`src/rtl/ilen_pkg.sv`:
```
package ilen_pkg;
    localparam int PFX_W = 9;
    localparam int LEN_W = 5;

    typedef enum logic [2:0] {
        LC_SHORT = 3'd0,
        LC_48    = 3'd1,
        LC_64    = 3'd2,
        LC_80    = 3'd3,
        LC_96    = 3'd4,
        LC_BAD   = 3'd5
    } len_class_e;

    typedef struct packed {
        logic             vld;
        logic             bad;
        logic [LEN_W-1:0] len;
    } ilen_res_t;
endpackage

```
`src/rtl/ilen_std_match.sv`:
```
module ilen_std_match
    import ilen_pkg::*;
(
    input  logic [PFX_W-1:0] pfx_i,   // pfx_i[PFX_W-1] is the first fetched bit
    output len_class_e       cls_o
);
    always_comb begin
        priority casez (pfx_i)
            9'b110110???: cls_o = LC_64;
            9'b11011100?: cls_o = LC_80;
            9'b110111100: cls_o = LC_96;
            9'b110111???: cls_o = LC_BAD;
            9'b110??????: cls_o = LC_48;
            default:      cls_o = LC_SHORT;
        endcase
    end
endmodule

```
`src/rtl/ilen_cisc_match.sv`:
```
module ilen_cisc_match
    import ilen_pkg::*;
(
    input  logic [PFX_W-1:0] pfx_i,
    output len_class_e       cls_o
);
    always_comb begin
        priority casez (pfx_i)
            9'b110110???: cls_o = LC_64;
            9'b110111???: cls_o = LC_BAD;
            9'b110??????: cls_o = LC_48;
            9'b11111110?: cls_o = LC_80;
            9'b111111110: cls_o = LC_96;
            9'b111111111: cls_o = LC_BAD;
            default:      cls_o = LC_SHORT;
        endcase
    end
endmodule

```
`src/rtl/ilen_encode.sv`:
```
module ilen_encode
    import ilen_pkg::*;
(
    input  len_class_e cls_i,
    input  logic       valid_i,
    output ilen_res_t  res_o
);
    always_comb begin
        res_o     = '0;
        res_o.vld = valid_i;
        if (valid_i) begin
            unique case (cls_i)
                LC_SHORT: res_o.len = 5'b00001;
                LC_48:    res_o.len = 5'b00010;
                LC_64:    res_o.len = 5'b00100;
                LC_80:    res_o.len = 5'b01000;
                LC_96:    res_o.len = 5'b10000;
                LC_BAD:   res_o.bad = 1'b1;
                default:  res_o.bad = 1'b1;
            endcase
        end
    end
endmodule

```
`src/rtl/ilen_out_stage.sv`:
```
module ilen_out_stage
    import ilen_pkg::*;
#(
    parameter bit REG_OUT = 1'b1
) (
    input  logic      clk_i,
    input  logic      rst_ni,
    input  ilen_res_t res_i,
    output ilen_res_t res_o
);
    generate
        if (REG_OUT) begin : g_reg
            ilen_res_t res_q;
            always_ff @(posedge clk_i or negedge rst_ni) begin
                if (!rst_ni) res_q <= '0;
                else         res_q <= res_i;
            end
            assign res_o = res_q;
        end else begin : g_pass
            logic unused_clk;
            assign unused_clk = clk_i ^ rst_ni;
            assign res_o      = res_i;
        end
    endgenerate
endmodule

```
`src/rtl/ilen_decoder.sv`:
```
module ilen_decoder
    import ilen_pkg::*;
#(
    parameter int WIN_W   = 32,
    parameter bit REG_OUT = 1'b1
) (
    input  logic             clk_i,
    input  logic             rst_ni,
    input  logic [WIN_W-1:0] win_i,
    input  logic             valid_i,
    input  logic             cisc_i,
    output logic [LEN_W-1:0] len_o,
    output logic             illegal_o,
    output logic             valid_o
);
    logic [PFX_W-1:0] pfx;
    len_class_e       cls_std, cls_cisc, cls_sel;
    ilen_res_t        res_comb, res_out;
    logic             unused_tail;

    // Reverse into fetch order so patterns read left to right.
    for (genvar i = 0; i < PFX_W; i++) begin : g_pfx
        assign pfx[PFX_W-1-i] = win_i[i];
    end
    assign unused_tail = ^win_i[WIN_W-1:PFX_W];

    ilen_std_match  u_std  (.pfx_i(pfx), .cls_o(cls_std));
    ilen_cisc_match u_cisc (.pfx_i(pfx), .cls_o(cls_cisc));

    assign cls_sel = cisc_i ? cls_cisc : cls_std;

    ilen_encode u_enc (.cls_i(cls_sel), .valid_i(valid_i), .res_o(res_comb));

    ilen_out_stage #(.REG_OUT(REG_OUT)) u_out (
        .clk_i (clk_i),
        .rst_ni(rst_ni),
        .res_i (res_comb),
        .res_o (res_out)
    );

    assign len_o     = res_out.len;
    assign illegal_o = res_out.bad;
    assign valid_o   = res_out.vld;
endmodule

```
`config.mk`:
```
export PLATFORM = sky130hd
export DESIGN_NAME = ilen_decoder
export DESIGN_NICKNAME = d
export VERILOG_FILES = /design/src/rtl/ilen_pkg.sv /design/src/rtl/ilen_std_match.sv /design/src/rtl/ilen_cisc_match.sv /design/src/rtl/ilen_encode.sv /design/src/rtl/ilen_out_stage.sv /design/src/rtl/ilen_decoder.sv
export SDC_FILE = /design/constraint.sdc
export NUM_CORES = 1
export LEC_CHECK = 0
export ABC_AREA = 1
export CORE_MARGIN = 1
export CORE_UTILIZATION = 28
export DETAILED_ROUTE_END_ITERATION = 7
export PLACE_DENSITY = 0.87
export SLEW_MARGIN = 20
export SYNTH_ARGS = -nofsm -noshare
export SYNTH_HDL_FRONTEND = slang
export SYNTH_SLANG_ARGS = --single-unit
export TNS_END_PERCENT = 100
```
`constraint.sdc`:
```
create_clock -name clk_i -period 0.8 [get_ports clk_i]
set_clock_uncertainty 0.15 [all_clocks]
set_input_delay 0.16 -clock clk_i [delete_from_list [all_inputs] [get_ports clk_i]]
set_output_delay 0.16 -clock clk_i [all_outputs]
set_load 0.02 [all_outputs]
```
# Word level (Yosys, flattened, before mapping)
# Index checks and enable logic that the tools add are counted.
# word_totals
output_inout_bits	7
inputBits	36
register_bits	7
# op_classes
n_eq_ne	12
reduce_logical	2
mux	9
# op_table
op	n
$eq 9x9->1 const B	3
$pmux 5 s5	1
$eq 8x8->1 const B	2
$eq 6x6->1 const B	2
$pmux 3 s4	1
$pmux 3 s3	1
$eq 3x2->1 const B	2
$eq 3x3->1 const B	2
$mux 3	2
$mux 6	1
$pmux 3 s2	1
$reduce_or 5->1	1
$eq 3x1->1 const B	1
$logic_not 3->1	1
$mux 1	2

# Logic depth before layout (Yosys ltp)
# depth
word_depth	9
mapped_depth	10
mapped_depth_nobuf	10

# Modules after synthesis
# A second synthesis with hierarchy kept.
# hier_totals
cells_unflattened	81
area_unflattened_um2	518.0
# modules_own_cells
mod	seq_area_each_um2	area_each_um2	n_inst	cells_each
ilen_out_stage	175.2	175.2	1	7
ilen_std_match	0.0	121.4	1	20
ilen_cisc_match	0.0	116.4	1	27
ilen_encode	0.0	67.6	1	17
ilen_decoder	0.0	37.5	1	10

# Worst setup path after synthesis
# Ideal clock, no wire load.
# synth_path
kind	input port to flip-flop
startpoint	input win_i[4]
endpoint	register u_out.g_reg.res_q (netlist bit u_out.res_o[1])
setup_time_ns	0.117
arrival_time_ns	0.756
path_buffers	0
stages	9
slack_ns	-0.223
path_cell_list	nand2_1 nor2_4 nand3_1 nand2_1 nand2_2 nand3_2 inv_1 nand2_1 nor2_1
# synth_rtl
element	line_no	rtl
start: declaration	ilen_decoder.sv:9	input logic [WIN_W-1:0] win_i,
end signal: assignment	ilen_out_stage.sv:16	else res_q <= res_i;
end: declaration	ilen_out_stage.sv:13	ilen_res_t res_q;

# Final worst setup path
# layout_path
startpoint	register u_out.g_reg.res_q (netlist bit u_out.res_o[0])
endpoint	output len_o[0]
# layout_rtl
element	line_no	rtl
end: declaration	ilen_decoder.sv:12	output logic [LEN_W-1:0] len_o,
# No word-level cell between the ends.

==> out/qor.yml <==
run_status:
  outcome: "finished, violations left"
  violations: "setup timing"
job:
  cap_viol_max_count: 0
yosys:
  seq_area_frac_synth_pct: 34.8
  yosys_warnings: 0
  synth_edf_count: 0
  syn_nets: 104
  synthTopCellsByArea: "dfrtp_1 35%, nand2_1 12%, nand2_2 8.7%"
  synth_top_family_by_area: "simple AND/OR/NAND/NOR gates"
  synth-xor-area-share_pct: 0
  synth-simple-area-share_pct: 51.7
  synth_cells: 68
  ys_async_sr_fraction_pct: 100
  synthAdderAreaFrac_pct: 0
  synthFlopType: "dfrtp_1"
  synth_area_um2: 503
  avgSynthCellArea_um2: 7.40
  synth_top_area_share_pct: 34.8
  synth_top_cell_by_area: "dfrtp_1"
  ys_types: 17
  muxShareOfSynthArea_pct: 0
  ys_ff_latch: 7
  synth_compound_area_share_pct: 3.73
critical_path:
  worstPathMaxFanout: 1
  cp_top_family: "flip-flops"
  slowest_delay_ns: 0.37
  critPathKind: "register to primary output"
  critPathSlowestCell: "dfrtp_1"
  end_kind: "primary output"
  worst-path-buf-inv: 1
  path_cells: "buf_6"
  start_kind: "register"
  arrival_ns: 0.73
  required_ns: 0.49
drt:
  met2_length_um: 700
  vias_per_cell: 4.38
  vias: 513
  wl_met1_um: 364
  ant_nets: 0
  drt_pass1_iterations: 4
  wl_per_cell_um: 9.54
  top_layer_used: "met4"
  wl_um: 1120
  first_iter_violations: 4
  met3WireLength_um: 33
  drc: 0
cells_and_area:
  antenna_cells: 0
  area_growth_pct: 75.1
  largest_reg_flops: 7
  utilization_pct: 55.3
  layout.cells.non_filler: 117
  fin_nets: 130
  drive_above_1_share_pct: 65.6
cts:
  clock_sinks: 7
  cts_tree: "built"
  cts_buffer_depth: 2
  hold_buffers: 0
  clkTransAtPathRegs_ns: 0.05
  htreeDepth: 1
  cts_root_buffer: "clkbuf_4"
  cts_buffers: 3
pwr:
  power.switching_mw: 0.269
  swShare_pct: 28.0
  seqPwrFrac_pct: 38.8
  internal_power_mw: 0.692
  combPwrFrac_pct: 31.0
  leakagePower_nw: 0.436
  clkPwrFrac_pct: 30.2
  power.total_mw: 0.961
  ir_drop_mv: 0.415
  power_density_mw_per_mm2: 1090
global_routing:
  grt-ovfl-total: 0
  grt_pass1_wl_um: 2000
  antenna_found_initial: 0
  grt_pass1_vias: 509
  grt_use_total_pct: 13.7
  grt_max_degree: 8
floorplan:
  dieArea_mm2: 0.00197
  start_util_pct: 31.6
  core_mm2: 0.00159
  die_y_um: 44.4
  ios: 43
  die_x_um: 44.4
  num_rows: 14
timing:
  hold_viol: 0
  worst_pin_slew_ns: 0.288
  finalSetupViolations: 13
  max-slew-margin-rel_pct: 80.7
  rsz0062_at_grt: "yes"
  fin_setup_tns_ns: -2.60
  fin_ws_ns: -0.243
  fin_crit_sh_pct: 130
  worst_hold_slack_ns: 0.0224
  fmax_mhz: 959
  fin_crit_ns: 1.04
  drv_slew: 0
worst_hold_path:
  holdCritPathClass: "primary input to asynchronous set/reset pin"
place:
  io_buffers: 19
  dp_hpwl_um: 870
  gp_congestion: 0.897
  dp_cells: 113
-- power by group through the flow --
stage                     clock (mW)  combinational, mW  sequential [mW]
after detailed placement           0              0.266            0.376
after CTS                      0.299              0.283            0.373
after floorplan                    0              0.110            0.393
after global routing           0.319              0.322            0.373
after global placement             0              0.259            0.375
final                          0.290              0.298            0.373
-- per-layer routing --
| layer | up-vias | track usage (%) |
|---|---|---|
| met5 | - | 0 |
| met3 | 2 | 1.22 |
| met2 | 16 | 27.1 |
| met4 | 0 | 7.27 |
| li1 | 256 | - |
| met1 | 239 | 13.8 |
-- cells in the mapped netlist (2+ instances only) --
library cell / number
nand2_2: 7
dfrtp_1: 7
nand4_1: 2
nor2_4: 2
inv_1: 10
nand3_1: 2
nand2_1: 16
nand3_2: 4
nor2_2: 2
inv_2: 2
nor2_1: 7
nand2_4: 2
-- cells in the final DEF (no fill, tap or decap) --
master	instances
nand2_2	11
nor2_4	3
nand2_4	6
nand3_2	4
nand2_1	7
buf_8	3
inv_2	4
a21oi_2	2
clkinv_1	1
nand4_1	2
clkbuf_4	3
clkbuf_2	1
buf_6	10
clkdlybuf4s50_1	1
clkdlybuf4s15_1	1
buf_4	3
o21ai_1	1
buf_2	1
nand2_8	1
dlygate4sd2_1	1
inv_1	6
nand3_4	2
nor2_2	4
nor2_1	4
dfrtp_1	7
clkbuf_1	1
inv_4	2
nor3_2	1
-- through the flow --
| stage | area [um^2] | worst slack [ns] |
|---|---|---|
| global route | 881 | -0.270 |
| floorplan | 549 | -0.187 |
| global placement | 785 | -0.911 |
| finish | 881 | -0.243 |
| detailed placement | 785 | -0.947 |
| CTS | 847 | -0.254 |
-- worst max path at each step --
stage | from | end | slack [ns] | depth (start not counted)
after floorplan | win_i[1] | u_out.res_o[2]$_DFF_PN0_ | -0.19 | 8
after global placement | win_i[1] | u_out.res_o[0]$_DFF_PN0_ | -0.91 | 10
after detailed placement | win_i[1] | u_out.res_o[0]$_DFF_PN0_ | -0.95 | 9
after CTS | u_out.res_o[0]$_DFF_PN0_ | len_o[0] | -0.25 | 1
after global routing | u_out.res_o[0]$_DFF_PN0_ | len_o[0] | -0.27 | 1
final | u_out.res_o[0]$_DFF_PN0_ | len_o[0] | -0.24 | 1
-- kinds of logic (layout without fill, tap and decap cells) --
family / count (synthesis) / in the layout
simple gates: 45 / 45
buf+inv: 13 / 38
flops: 7 / 7
compound gates: 3 / 3
-- area by class of cell --
type / instances / area (um^2)
Inverter: 13 / 53.8
Timing Repair Buffer: 21 / 219
Multi-Input combinational cell: 48 / 377
Fill cell: 144 / 713
Tap cell: 24 / 30.0
Clock buffer: 4 / 26.3
Sequential cell: 7 / 175
-- timing repair --
item	in CTS	in global routing
endpoints found under the setup margin	13	13
gates resized for setup	102	13
setup buffers	0	0
pin swaps	23	17
No activity file was read; power rests on OpenSTA's default activity.
